**config.mk**
```make
export PLATFORM = sky130hd
export DESIGN_NAME = prg_rate_gen
export DESIGN_NICKNAME = d
export VERILOG_FILES = /design/src/rtl/prg_pkg.sv /design/src/rtl/prg_divider.sv /design/src/rtl/prg_rate_mux.sv /design/src/rtl/prg_flag_irq.sv /design/src/rtl/prg_rate_gen.sv
export SDC_FILE = /design/constraint.sdc
export NUM_CORES = 1
export LEC_CHECK = 0
export BUFFER_PORTS_ARGS = -buffer_cell sky130_fd_sc_hd__buf_2
export CORE_MARGIN = 5
export CORE_UTILIZATION = 49
export CTS_BUF_LIST = sky130_fd_sc_hd__clkbuf_16
export CTS_CLUSTER_SIZE = 8
export DETAILED_ROUTE_END_ITERATION = 7
export PLACE_DENSITY = 0.79
export SLEW_MARGIN = 20
export SYNTH_ARGS = -nofsm -noshare
export SYNTH_HDL_FRONTEND = slang
export SYNTH_SLANG_ARGS = --single-unit
```
**constraint.sdc**
```tcl
create_clock -name clk -period 0.8 [get_ports clk]
set_input_delay 0.08 -clock clk [delete_from_list [all_inputs] [get_ports clk]]
set_output_delay 0.08 -clock clk [all_outputs]
set_load 0.05 [all_outputs]
```
**src/rtl/prg_pkg.sv**
```systemverilog
package prg_pkg;

  // number of selectable divider taps for a rate code of the given width
  function automatic int taps_for(input int sel_w);
    return (1 << sel_w) - 1;
  endfunction

  typedef struct packed {
    logic slow;   // toggles on each selected tick
    logic fast;   // toggles on each timebase pulse
  } sq_state_t;

endpackage

```
**src/rtl/prg_divider.sv**
```systemverilog
module prg_divider #(
  parameter int SEL_W = 4,
  localparam int NTAP = prg_pkg::taps_for(SEL_W),
  localparam int DIV_W = NTAP - 1
) (
  input  logic            clk,
  input  logic            rst_n,
  input  logic            tb_en,
  input  logic            div_run,
  output logic [NTAP-1:0] carry
);

  logic [DIV_W-1:0] cnt_q;
  logic [DIV_W-1:0] cnt_d;

  // next-state: held at zero while stopped, advances only on a pulse
  always_comb begin
    cnt_d = cnt_q;
    if (!div_run) begin
      cnt_d = '0;
    end else if (tb_en) begin
      cnt_d = cnt_q + DIV_W'(1);
    end
  end

  always_ff @(posedge clk or negedge rst_n) begin
    if (!rst_n) begin
      cnt_q <= '0;
    end else begin
      cnt_q <= cnt_d;
    end
  end

  // carry[k]: this pulse completes a group of 2^k pulses
  assign carry[0] = tb_en & div_run;

  generate
    for (genvar k = 1; k < NTAP; k++) begin : g_carry
      assign carry[k] = carry[k-1] & cnt_q[k-1];
    end
  endgenerate

endmodule

```
**src/rtl/prg_rate_mux.sv**
```systemverilog
module prg_rate_mux #(
  parameter int SEL_W = 4,
  localparam int NTAP = prg_pkg::taps_for(SEL_W)
) (
  input  logic [SEL_W-1:0] rate_sel,
  input  logic [NTAP-1:0]  carry,
  output logic             tick,
  output logic             sel_zero
);

  logic [NTAP-1:0] hit;

  generate
    for (genvar i = 0; i < NTAP; i++) begin : g_hit
      assign hit[i] = (rate_sel == SEL_W'(i + 1)) & carry[i];
    end
  endgenerate

  assign tick     = |hit;
  assign sel_zero = (rate_sel == '0);

endmodule

```
**src/rtl/prg_flag_irq.sv**
```systemverilog
module prg_flag_irq (
  input  logic clk,
  input  logic rst_n,
  input  logic tick,
  input  logic tb_pulse,
  input  logic div_run,
  input  logic sel_zero,
  input  logic flag_clr,
  input  logic pint_en,
  input  logic sq_fast,
  output logic sq_out,
  output logic pflag,
  output logic irq
);

  import prg_pkg::*;

  logic      flag_q, flag_d;
  sq_state_t sq_q, sq_d;

  always_comb begin
    // a tick in the clear cycle must not be lost
    flag_d = tick | (flag_q & ~flag_clr);

    sq_d = sq_q;
    if (!div_run || sel_zero) begin
      sq_d.slow = 1'b0;
    end else if (tick) begin
      sq_d.slow = ~sq_q.slow;
    end
    if (!div_run) begin
      sq_d.fast = 1'b0;
    end else if (tb_pulse) begin
      sq_d.fast = ~sq_q.fast;
    end
  end

  always_ff @(posedge clk or negedge rst_n) begin
    if (!rst_n) begin
      flag_q <= 1'b0;
      sq_q   <= '0;
    end else begin
      flag_q <= flag_d;
      sq_q   <= sq_d;
    end
  end

  assign pflag  = flag_q;
  assign irq    = flag_q & pint_en;
  assign sq_out = sq_fast ? sq_q.fast : sq_q.slow;

endmodule

```
**src/rtl/prg_rate_gen.sv**
```systemverilog
module prg_rate_gen #(
  parameter int SEL_W = 4,
  localparam int NTAP = prg_pkg::taps_for(SEL_W)
) (
  input  logic             clk,
  input  logic             rst_n,
  input  logic             tb_en,
  input  logic             div_run,
  input  logic [SEL_W-1:0] rate_sel,
  input  logic             pint_en,
  input  logic             flag_clr,
  input  logic             sq_fast,
  output logic             sq_out,
  output logic             pflag,
  output logic             irq
);

  // asynchronous assert, synchronous release
  logic [1:0] rst_sync_q;
  logic       rst_int_n;

  always_ff @(posedge clk or negedge rst_n) begin
    if (!rst_n) begin
      rst_sync_q <= 2'b00;
    end else begin
      rst_sync_q <= {rst_sync_q[0], 1'b1};
    end
  end

  assign rst_int_n = rst_sync_q[1];

  logic [NTAP-1:0] carry_w;
  logic            tick_w;
  logic            sel_zero_w;

  prg_divider #(.SEL_W(SEL_W)) u_div (
    .clk     (clk),
    .rst_n   (rst_int_n),
    .tb_en   (tb_en),
    .div_run (div_run),
    .carry   (carry_w)
  );

  prg_rate_mux #(.SEL_W(SEL_W)) u_mux (
    .rate_sel (rate_sel),
    .carry    (carry_w),
    .tick     (tick_w),
    .sel_zero (sel_zero_w)
  );

  prg_flag_irq u_out (
    .clk      (clk),
    .rst_n    (rst_int_n),
    .tick     (tick_w),
    .tb_pulse (carry_w[0]),
    .div_run  (div_run),
    .sel_zero (sel_zero_w),
    .flag_clr (flag_clr),
    .pint_en  (pint_en),
    .sq_fast  (sq_fast),
    .sq_out   (sq_out),
    .pflag    (pflag),
    .irq      (irq)
  );

endmodule

```
==> results of run 1 <==
metrics by stage:
| stage | std cells | power (mW) |
|---|---|---|
| floorplan | 101 | 1.157 |
| global placement | 169 | 1.266 |
| detailed placement | 169 | 1.277 |
| CTS | 178 | 2.356 |
| global route | 180 | 2.463 |
| finish | 180 | 2.377 |
layout make-up:
class / count / area [um^2] / area share, %
Clock buffer: 3 / 75.07 / 4.655
Clock inverter: 1 / 3.754 / 0.2327
Inverter: 3 / 11.26 / 0.6982
Multi-Input combinational cell: 76 / 605.6 / 37.55
Sequential cell: 19 / 481.7 / 29.87
Tap cell: 27 / 33.78 / 2.095
Timing Repair Buffer: 51 / 401.6 / 24.90
Yosys cell counts, types with 3 or more instances:
| cell | n |
|---|---|
| dfrtp_1 | 19 |
| inv_1 | 3 |
| nand2_1 | 4 |
| nand3_1 | 6 |
| nand4_1 | 3 |
| nor2_1 | 18 |
| o21ai_0 | 6 |
| xnor2_1 | 4 |
| xor2_1 | 9 |
final timing paths:
path,cells past startpoint,slack [ps],startpoint,endpoint
worst max-delay path,5,-630,u_div.cnt_q[5],u_div.cnt_q[12]
worst min-delay path,2,5,flag_clr,u_out.pflag
worst max register to register,5,-630,u_div.cnt_q[5],u_div.cnt_q[12]
worst min register to register,1,190,rst_sync_q[1],u_div.cnt_q[11]
max in group asynchronous,1,400,rst_sync_q[1],u_out.pflag
min in group asynchronous,2,150,rst_n,rst_sync_q[0]
state kept, by name, indices dropped and copies added (netlist names):
register / count
u_out.pflag: 1
u_out.sq_q: 2
u_div.cnt_q: 14
rst_sync_q: 2
logic make-up after synthesis:
family | count (synthesis) | share of synthesized area [%]
and+or+nand+nor | 43 | 24.03
DFF | 19 | 47.56
AOI/OAI and AO/OA | 15 | 9.513
xor gates and xnor gates | 13 | 11.39
buffers and inverters | 6 | 2.753
muxes | 3 | 3.129
adders and majority gates | 1 | 1.251
other | 1 | 0.3751
power breakdown:
group	switching (mW)	internal [mW]	leakage [nW]
clock	0.366	0.666	0.0423
combinational	0.169	0.162	0.487
sequential	0.0250	0.989	0.250
repair_timing:
item | CTS | global route
pin swaps | 22 | 11
hold endpoints to repair | 2 | 0
endpoints found under the setup margin | 20 | 20
hold buffers | 1 | 0
gates resized for setup | 24 | 9
setup buffers | 4 | 2
metal layers:
metal	vias up	wire, um	GRT usage (%)
li1	449	-	-
met1	482	1218	24.96
met2	32	1544	38.98
met3	5	155	4.290
met4	0	38	14.57
met5	-	0	0
worst register-to-register path: cells and delay by family (launching register included):
family           cells  cell delay, ps
AND/OR/NAND/NOR      4             700
XOR/XNOR             1             190
flip-flops           1             420
==> impl_metrics.tcl, run 1 <==
set metrics [dict create \
    drive_above_1_share_pct 52.94 \
    place_area_um2 1341 \
    post-place-ws_ps -580.3 \
    drc 0 \
    dp_hpwl_um 1757 \
    io_pins 14 \
    rsz0062_at_grt "true" \
    avgRoutedWirePerCell_um 16.42 \
    die_w_um 55.17 \
    grt_max_degree 18 \
    period_needed_ps 1430 \
    dr.pass1.iters 4 \
    cap_violations 0 \
    crit_arrival_ps 1560 \
    ys_seq_elements 19 \
    clk-insertion-delay-late_ps 250 \
    hold_violations 0 \
    syn_to_final_growth_pct 61.33 \
    cts_tree "yes" \
    max_stage_delay_ps 420 \
    layout_common_cells "buf_4, nor2_1, dfrtp_1, buf_2, xor2_1" \
    clkTransAtPathRegs_ps 50 \
    cts_root_buf "clkbuf_16" \
    cts_buffers 3 \
    via_per_inst 5.378 \
    grt_overflow 0 \
    port_buffers 13 \
    antenna_found_initial 0 \
    grt.total_usage_pct 22.50 \
    syn_area_um2 999.7 \
    avgSynthCellArea_um2 9.898 \
    yosysSeqAreaShare_pct 47.56 \
    fin_setup_tns_ps -8347 \
    final_area_um2 1613 \
    violations "setup timing" \
    rows 16 \
    synth_fp_nets 113 \
    slew_violations 0 \
    synth_top_area_share_pct 47.56 \
    fin_util_pct 82.21 \
    yosysUniqueCellTypes 33 \
    vias 968 \
    worstPathRequired_ps 930 \
    synth_edf_count 0 \
    power.density_nw_per_um2 1474 \
    gp_congestion 0.8198 \
    setup_viol 19 \
    crit_buf_inv 0 \
    layout_commonest_cell "buf_4" \
    clock-sinks 19 \
    grt_pass1_vias 1062 \
    start_util_pct 50.96 \
    die_y_um 55.17 \
    worst_path_max_delay_cell "dfrtp_1" \
    finalCritPeriodShare_pct 178.8 \
    async_reset_ff_share_pct 100.0 \
    wirelength_um 2956 \
    synth_ff_type "dfrtp_1" \
    cts_buffer_depth 2 \
    synth_area_leaders "dfrtp_1, xor2_1, nor2_1" \
    crit_type "reg -> reg" \
    fillers 113 \
    ir_worst_vdd_mv 1.933 \
    drtIter0Drc 15 \
    path_max_fanout 5 \
    coreArea_um2 1962 \
    p_leak_nw 0.7796 \
    hp-class "in -> reg" \
    syn_inst 101 \
    nets 166 \
    grt_pass1_wl_um 4719 \
    yosysWarnings 0 \
    whs_ps 4.531 \
    htree_levels 1 \
    end_kind "register" \
    fmax_ghz 0.6991 \
    yosys.area.top_type "dfrtp_1" \
    cp_cell_sequence "nand4_4 -> nor3_4 -> nand3_1 -> xor2_1 -> nor2_1" \
    start_kind "register" \
    num_antenna_cells 0 \
    die_area_um2 3044 \
    run_status "finished with violations" \
    finClkSkew_ps 1.748 \
    setup_slack_ps -630.5 \
    critical-path-top-delay-family "simple AND/OR/NAND/NOR gates" \
    ant_nets 0 \
]
No activity file was read; power rests on OpenSTA's default activity.
==> run 2: changes to the inputs <==
--- a/config.mk
+++ b/config.mk
@@ -7,11 +7,13 @@
 export LEC_CHECK = 0
 export BUFFER_PORTS_ARGS = -buffer_cell sky130_fd_sc_hd__buf_2
 export CORE_MARGIN = 5
-export CORE_UTILIZATION = 49
+export CORE_UTILIZATION = 33
 export CTS_BUF_LIST = sky130_fd_sc_hd__clkbuf_16
 export CTS_CLUSTER_SIZE = 8
 export DETAILED_ROUTE_END_ITERATION = 7
-export PLACE_DENSITY = 0.79
+export HOLD_SLACK_MARGIN = 0.1
+export PLACE_DENSITY = 0.59
+export RECOVER_POWER = 25
 export SLEW_MARGIN = 20
 export SYNTH_ARGS = -nofsm -noshare
 export SYNTH_HDL_FRONTEND = slang
==> impl_metrics.tcl, run 2 (same netlist as run 1, synthesis figures left out) <==
set metrics [dict create \
    critical-path-top-delay-family "flip-flops" \
    worstSetupStartpoint "u_div.cnt_q[0]" \
    period_needed_ps 1341 \
    avgRoutedWirePerCell_um 13.14 \
    setup_viol 19 \
    hp-class "in -> reg" \
    crit_type "reg -> reg" \
    clkTransAtPathRegs_ps 60 \
    run_status "finished with violations" \
    syn_to_final_growth_pct 62.83 \
    clk-insertion-delay-late_ps 250 \
    drtIter0Drc 16 \
    hold_start "div_run" \
    violations "setup timing" \
    largest_register_ffs 14 \
    finClkSkew_ps 5.184 \
    crit-reg2reg-launch "u_div.cnt_q[0]" \
    num_antenna_cells 0 \
    top_regs "u_div.cnt_q (14), rst_sync_q (2), u_out.sq_q (2)" \
    slew_violations 0 \
    rsz0062_at_grt "true" \
    cts_buffer_depth 2 \
    finalCritPeriodShare_pct 167.6 \
    vias 906 \
    start_kind "register" \
    dr.pass1.iters 4 \
    setup_slack_ps -541.2 \
    seq_area_um2 480.5 \
    worst_path_max_delay_cell "dfrtp_2" \
    ant_nets 0 \
    path_max_fanout 5 \
    grt_pass1_wl_um 4367 \
    crit_arrival_ps 1510 \
    end_kind "register" \
    max_stage_delay_ps 430 \
    io_pins 14 \
    clock-sinks 19 \
    fmax_ghz 0.7456 \
    layout_commonest_cell "buf_4" \
    gp_congestion 0.8655 \
    grt_max_degree 18 \
    drive_above_1_share_pct 51.32 \
    multi_input_area_um2 630.6 \
    cts_buffers 3 \
    grt_overflow 0 \
    start_util_pct 33.57 \
    coreArea_um2 2978 \
    power.density_nw_per_um2 1455 \
    fillers 259 \
    layout_common_cells "buf_4, nor2_1, dfrtp_1, xor2_1, buf_2" \
    cp_cell_sequence "and3_4 -> o2111ai_4 -> a21oi_2 -> a211oi_2 -> mux2i_1" \
    regMostFlops "u_div.cnt_q" \
    htree_levels 1 \
    ir_worst_vdd_mv 0.6551 \
    wirelength_um 2431 \
    grt.total_usage_pct 13.18 \
    dp_hpwl_um 1708 \
    final_area_um2 1628 \
    hold_violations 0 \
    die_w_um 65.04 \
    nets 165 \
    port_buffers 13 \
    die_area_um2 4230 \
    p_leak_nw 0.7846 \
    grt_pass1_vias 985 \
    via_per_inst 4.897 \
    rows 20 \
    die_y_um 65.04 \
    worstPathRequired_ps 970 \
    cts_root_buf "clkbuf_16" \
    drc 0 \
    antenna_found_initial 0 \
    post-place-ws_ps -578.4 \
    crit_buf_inv 0 \
    cap_violations 0 \
    place_area_um2 1341 \
    cts_tree "yes" \
]
-- run 2: routing by layer --
metal  up-vias  track usage [%]  part of all wire [%]
met5         -                0                     0
met4         0            4.404                   2.1
met3         7            2.426                   4.5
met2        20            24.01                    51
met1       433            15.41                    43
li1        446                -                     -
-- run 2: through the flow --
stage               power, mW  utilization (%)  instances  hold WS, ps  setup TNS, ps
finish                  2.368            54.66        185        105.0          -7504
global route            2.485            54.66        185        125.2          -8899
CTS                     2.351            51.97        183        111.6          -7645
detailed placement      1.280            45.04        174       -132.3          -6907
global placement        1.275            45.04        174       -135.5          -6501
floorplan               1.157                -        101       -215.6          -4830
-- run 2: worst paths after layout --
| kind | endpoint | slack, ps | cells after the start |
|---|---|---|---|
| setup reg to reg | u_out.sq_q[1] | -540 | 5 |
| hold reg to reg | u_div.cnt_q[6] | 260 | 1 |
| hold / removal | u_out.sq_q[1] | 110 | 3 |
| min in group asynchronous | rst_sync_q[1] | 140 | 2 |
| setup / recovery | u_out.sq_q[1] | -540 | 5 |
| max in group asynchronous | u_out.pflag | 200 | 1 |
-- run 2: area by class of cell --
class / instances / area share, %
clock buffer: 3 / 4.612
clock inverter: 1 / 0.2306
timing repair buffer: 50 / 23.67
sequential: 19 / 29.52
multi-input combinational: 76 / 38.74
inverter: 3 / 0.6918
tap: 33 / 2.537
-- run 2: tightest hold or removal path: stages --
cell and delay (ps):
buf_2 110, nand3_1 60, mux2i_1 60
-- run 2: power by group --
part | switching [mW] | internal [mW]
sequential | 0.0219 | 0.988
combinational | 0.165 | 0.171
clock | 0.357 | 0.665
total | 0.544 | 1.82
-- run 2: timing repair --
item | 4_1_cts | 5_1_grt
endpoints found under the setup margin | 19 | 20
hold buffers | 2 | 0
gates resized for setup | 21 | 12
endpoints found under the hold margin | 3 | 0
setup buffers | 3 | 2
pin swaps | 10 | 8
==> run 3: changes to the inputs <==
--- a/config.mk
+++ b/config.mk
@@ -6,7 +6,7 @@
 export NUM_CORES = 1
 export LEC_CHECK = 0
 export BUFFER_PORTS_ARGS = -buffer_cell sky130_fd_sc_hd__buf_2
-export CORE_MARGIN = 5
+export CORE_MARGIN = 2
 export CORE_UTILIZATION = 33
 export CTS_BUF_LIST = sky130_fd_sc_hd__clkbuf_16
 export CTS_CLUSTER_SIZE = 8
@@ -14,6 +14,7 @@
 export HOLD_SLACK_MARGIN = 0.1
 export PLACE_DENSITY = 0.59
 export RECOVER_POWER = 25
+export SKIP_LAST_GASP = 1
 export SLEW_MARGIN = 20
 export SYNTH_ARGS = -nofsm -noshare
 export SYNTH_HDL_FRONTEND = slang
==> impl_metrics.tcl, run 3 (same netlist as run 1, synthesis figures left out) <==
set metrics [dict create \
    ir_worst_vdd_mv 0.7007 \
    clk-insertion-delay-late_ps 250 \
    start_util_pct 35.34 \
    max_stage_delay_ps 420 \
    clock-sinks 19 \
    ant_nets 0 \
    whs_path_depth 3 \
    nets 163 \
    vias 885 \
    largest_register_ffs 14 \
    coreArea_um2 2829 \
    grt_pass1_vias 969 \
    grt_pass1_wl_um 4091 \
    crit_type "reg -> reg" \
    end_kind "register" \
    path_max_fanout 5 \
    run_status "finished with violations" \
    slew_violations 0 \
    avgRoutedWirePerCell_um 13.28 \
    grt_overflow 0 \
    hp-class "in -> reg" \
    regMostFlops "u_div.cnt_q" \
    final_area_um2 1607 \
    finalCritPeriodShare_pct 172.1 \
    violations "setup timing" \
    worstPathRequired_ps 940 \
    antenna_found_initial 0 \
    clkTransAtPathRegs_ps 50 \
    fin_setup_tns_ps -7517 \
    worst_path_max_delay_cell "dfrtp_2" \
    drtIter0Drc 19 \
    p_leak_nw 0.7566 \
    top_regs "u_div.cnt_q (14), rst_sync_q (2), u_out.sq_q (2)" \
    rsz0062_at_grt "true" \
    die_w_um 59.04 \
    io_pins 14 \
    start_kind "register" \
    rows 19 \
    post-place-ws_ps -569.7 \
    cp_cell_sequence "nand4_1 -> buf_4 -> nor2_4 -> nand3_1 -> xor2_1 -> nor2_1" \
    htree_levels 1 \
    syn_to_final_growth_pct 60.70 \
    setup_slack_ps -577.0 \
    rr_worst_depth 6 \
    setup_viol 19 \
    grt_max_degree 18 \
    drc 0 \
    finClkSkew_ps 2.164 \
    num_antenna_cells 0 \
    crit_arrival_ps 1510 \
    fin_util_pct 56.79 \
    gp_congestion 0.8063 \
    dr.pass1.iters 4 \
    place_area_um2 1339 \
    via_per_inst 4.890 \
    period_needed_ps 1377 \
    cap_violations 0 \
    grt.total_usage_pct 15.48 \
    cts_root_buf "clkbuf_16" \
    cts_buffers 3 \
    wirelength_um 2404 \
    die_y_um 59.04 \
    drive_above_1_share_pct 50.00 \
    cts_buffer_depth 2 \
    power_mw 2.340 \
    dpl.cell_count 172 \
    layout_commonest_cell "buf_4" \
    hold_violations 0 \
    whs_ps 110.0 \
    port_buffers 13 \
    fmax_ghz 0.7262 \
    final_cells 181 \
    dp_hpwl_um 1665 \
    power.density_nw_per_um2 1456 \
    layout_common_cells "buf_4, nor2_1, dfrtp_1, xor2_1, buf_2" \
    cts_tree "yes" \
    die_area_um2 3486 \
]
==> run 3: cell count changes in the layout (fill, tap and decap cells not counted), sizes merged <==
cell  change
buf       -2
==> run 3: power breakdown <==
part | leakage [nW] | total, mW | switching (mW) | internal, mW
Clock | 0.0423 | 1.01 | 0.343 | 0.664
Sequential | 0.250 | 1.01 | 0.0250 | 0.989
Combinational | 0.464 | 0.318 | 0.157 | 0.161
==> run 3: timing repair <==
item / CTS / global route
endpoints found under the hold margin: 3 / 0
gates resized for setup: 26 / 9
pin swaps: 21 / 12
setup buffers: 3 / 1
setup endpoints to repair: 19 / 20
hold buffers: 2 / 0
==> run 3: final timing paths <==
check / slack (ps) / to / startpoint
max: -580 / u_div.cnt_q[9] / u_div.cnt_q[0]
min: 110 / u_out.sq_q[1] / div_run
max reg2reg: -580 / u_div.cnt_q[9] / u_div.cnt_q[0]
min reg2reg: 260 / u_div.cnt_q[6] / rst_sync_q[1]
max in group asynchronous: 220 / u_out.pflag / rst_sync_q[1]
min in group asynchronous: 150 / rst_sync_q[1] / rst_n
==> run 3: layout make-up <==
type	instances	area, um^2
clock buffer	3	75.07
clock inverter	1	3.754
fill	240	1222
inverter	3	11.26
multi-input combinational	76	614.3
sequential	19	481.7
tap	31	38.79
timing repair buffer	48	381.6
==> run 3: layer usage <==
metal / part of all wire (%) / GRT usage (%) / wire length [um]
met1: 47 / 19.61 / 1136
met2: 50 / 26.83 / 1203
met3: 2.1 / 2.620 / 50
met4: 0.54 / 4.870 / 13
met5: 0 / 0 / 0
==> run 3: critical path, delay by kind of cell, from the launching register on <==
kind | cells | cell delay, ps
AND/OR/NAND/NOR | 4 | 490
flip-flops | 1 | 420
buffers and inverters | 1 | 190
XOR/XNOR | 1 | 160
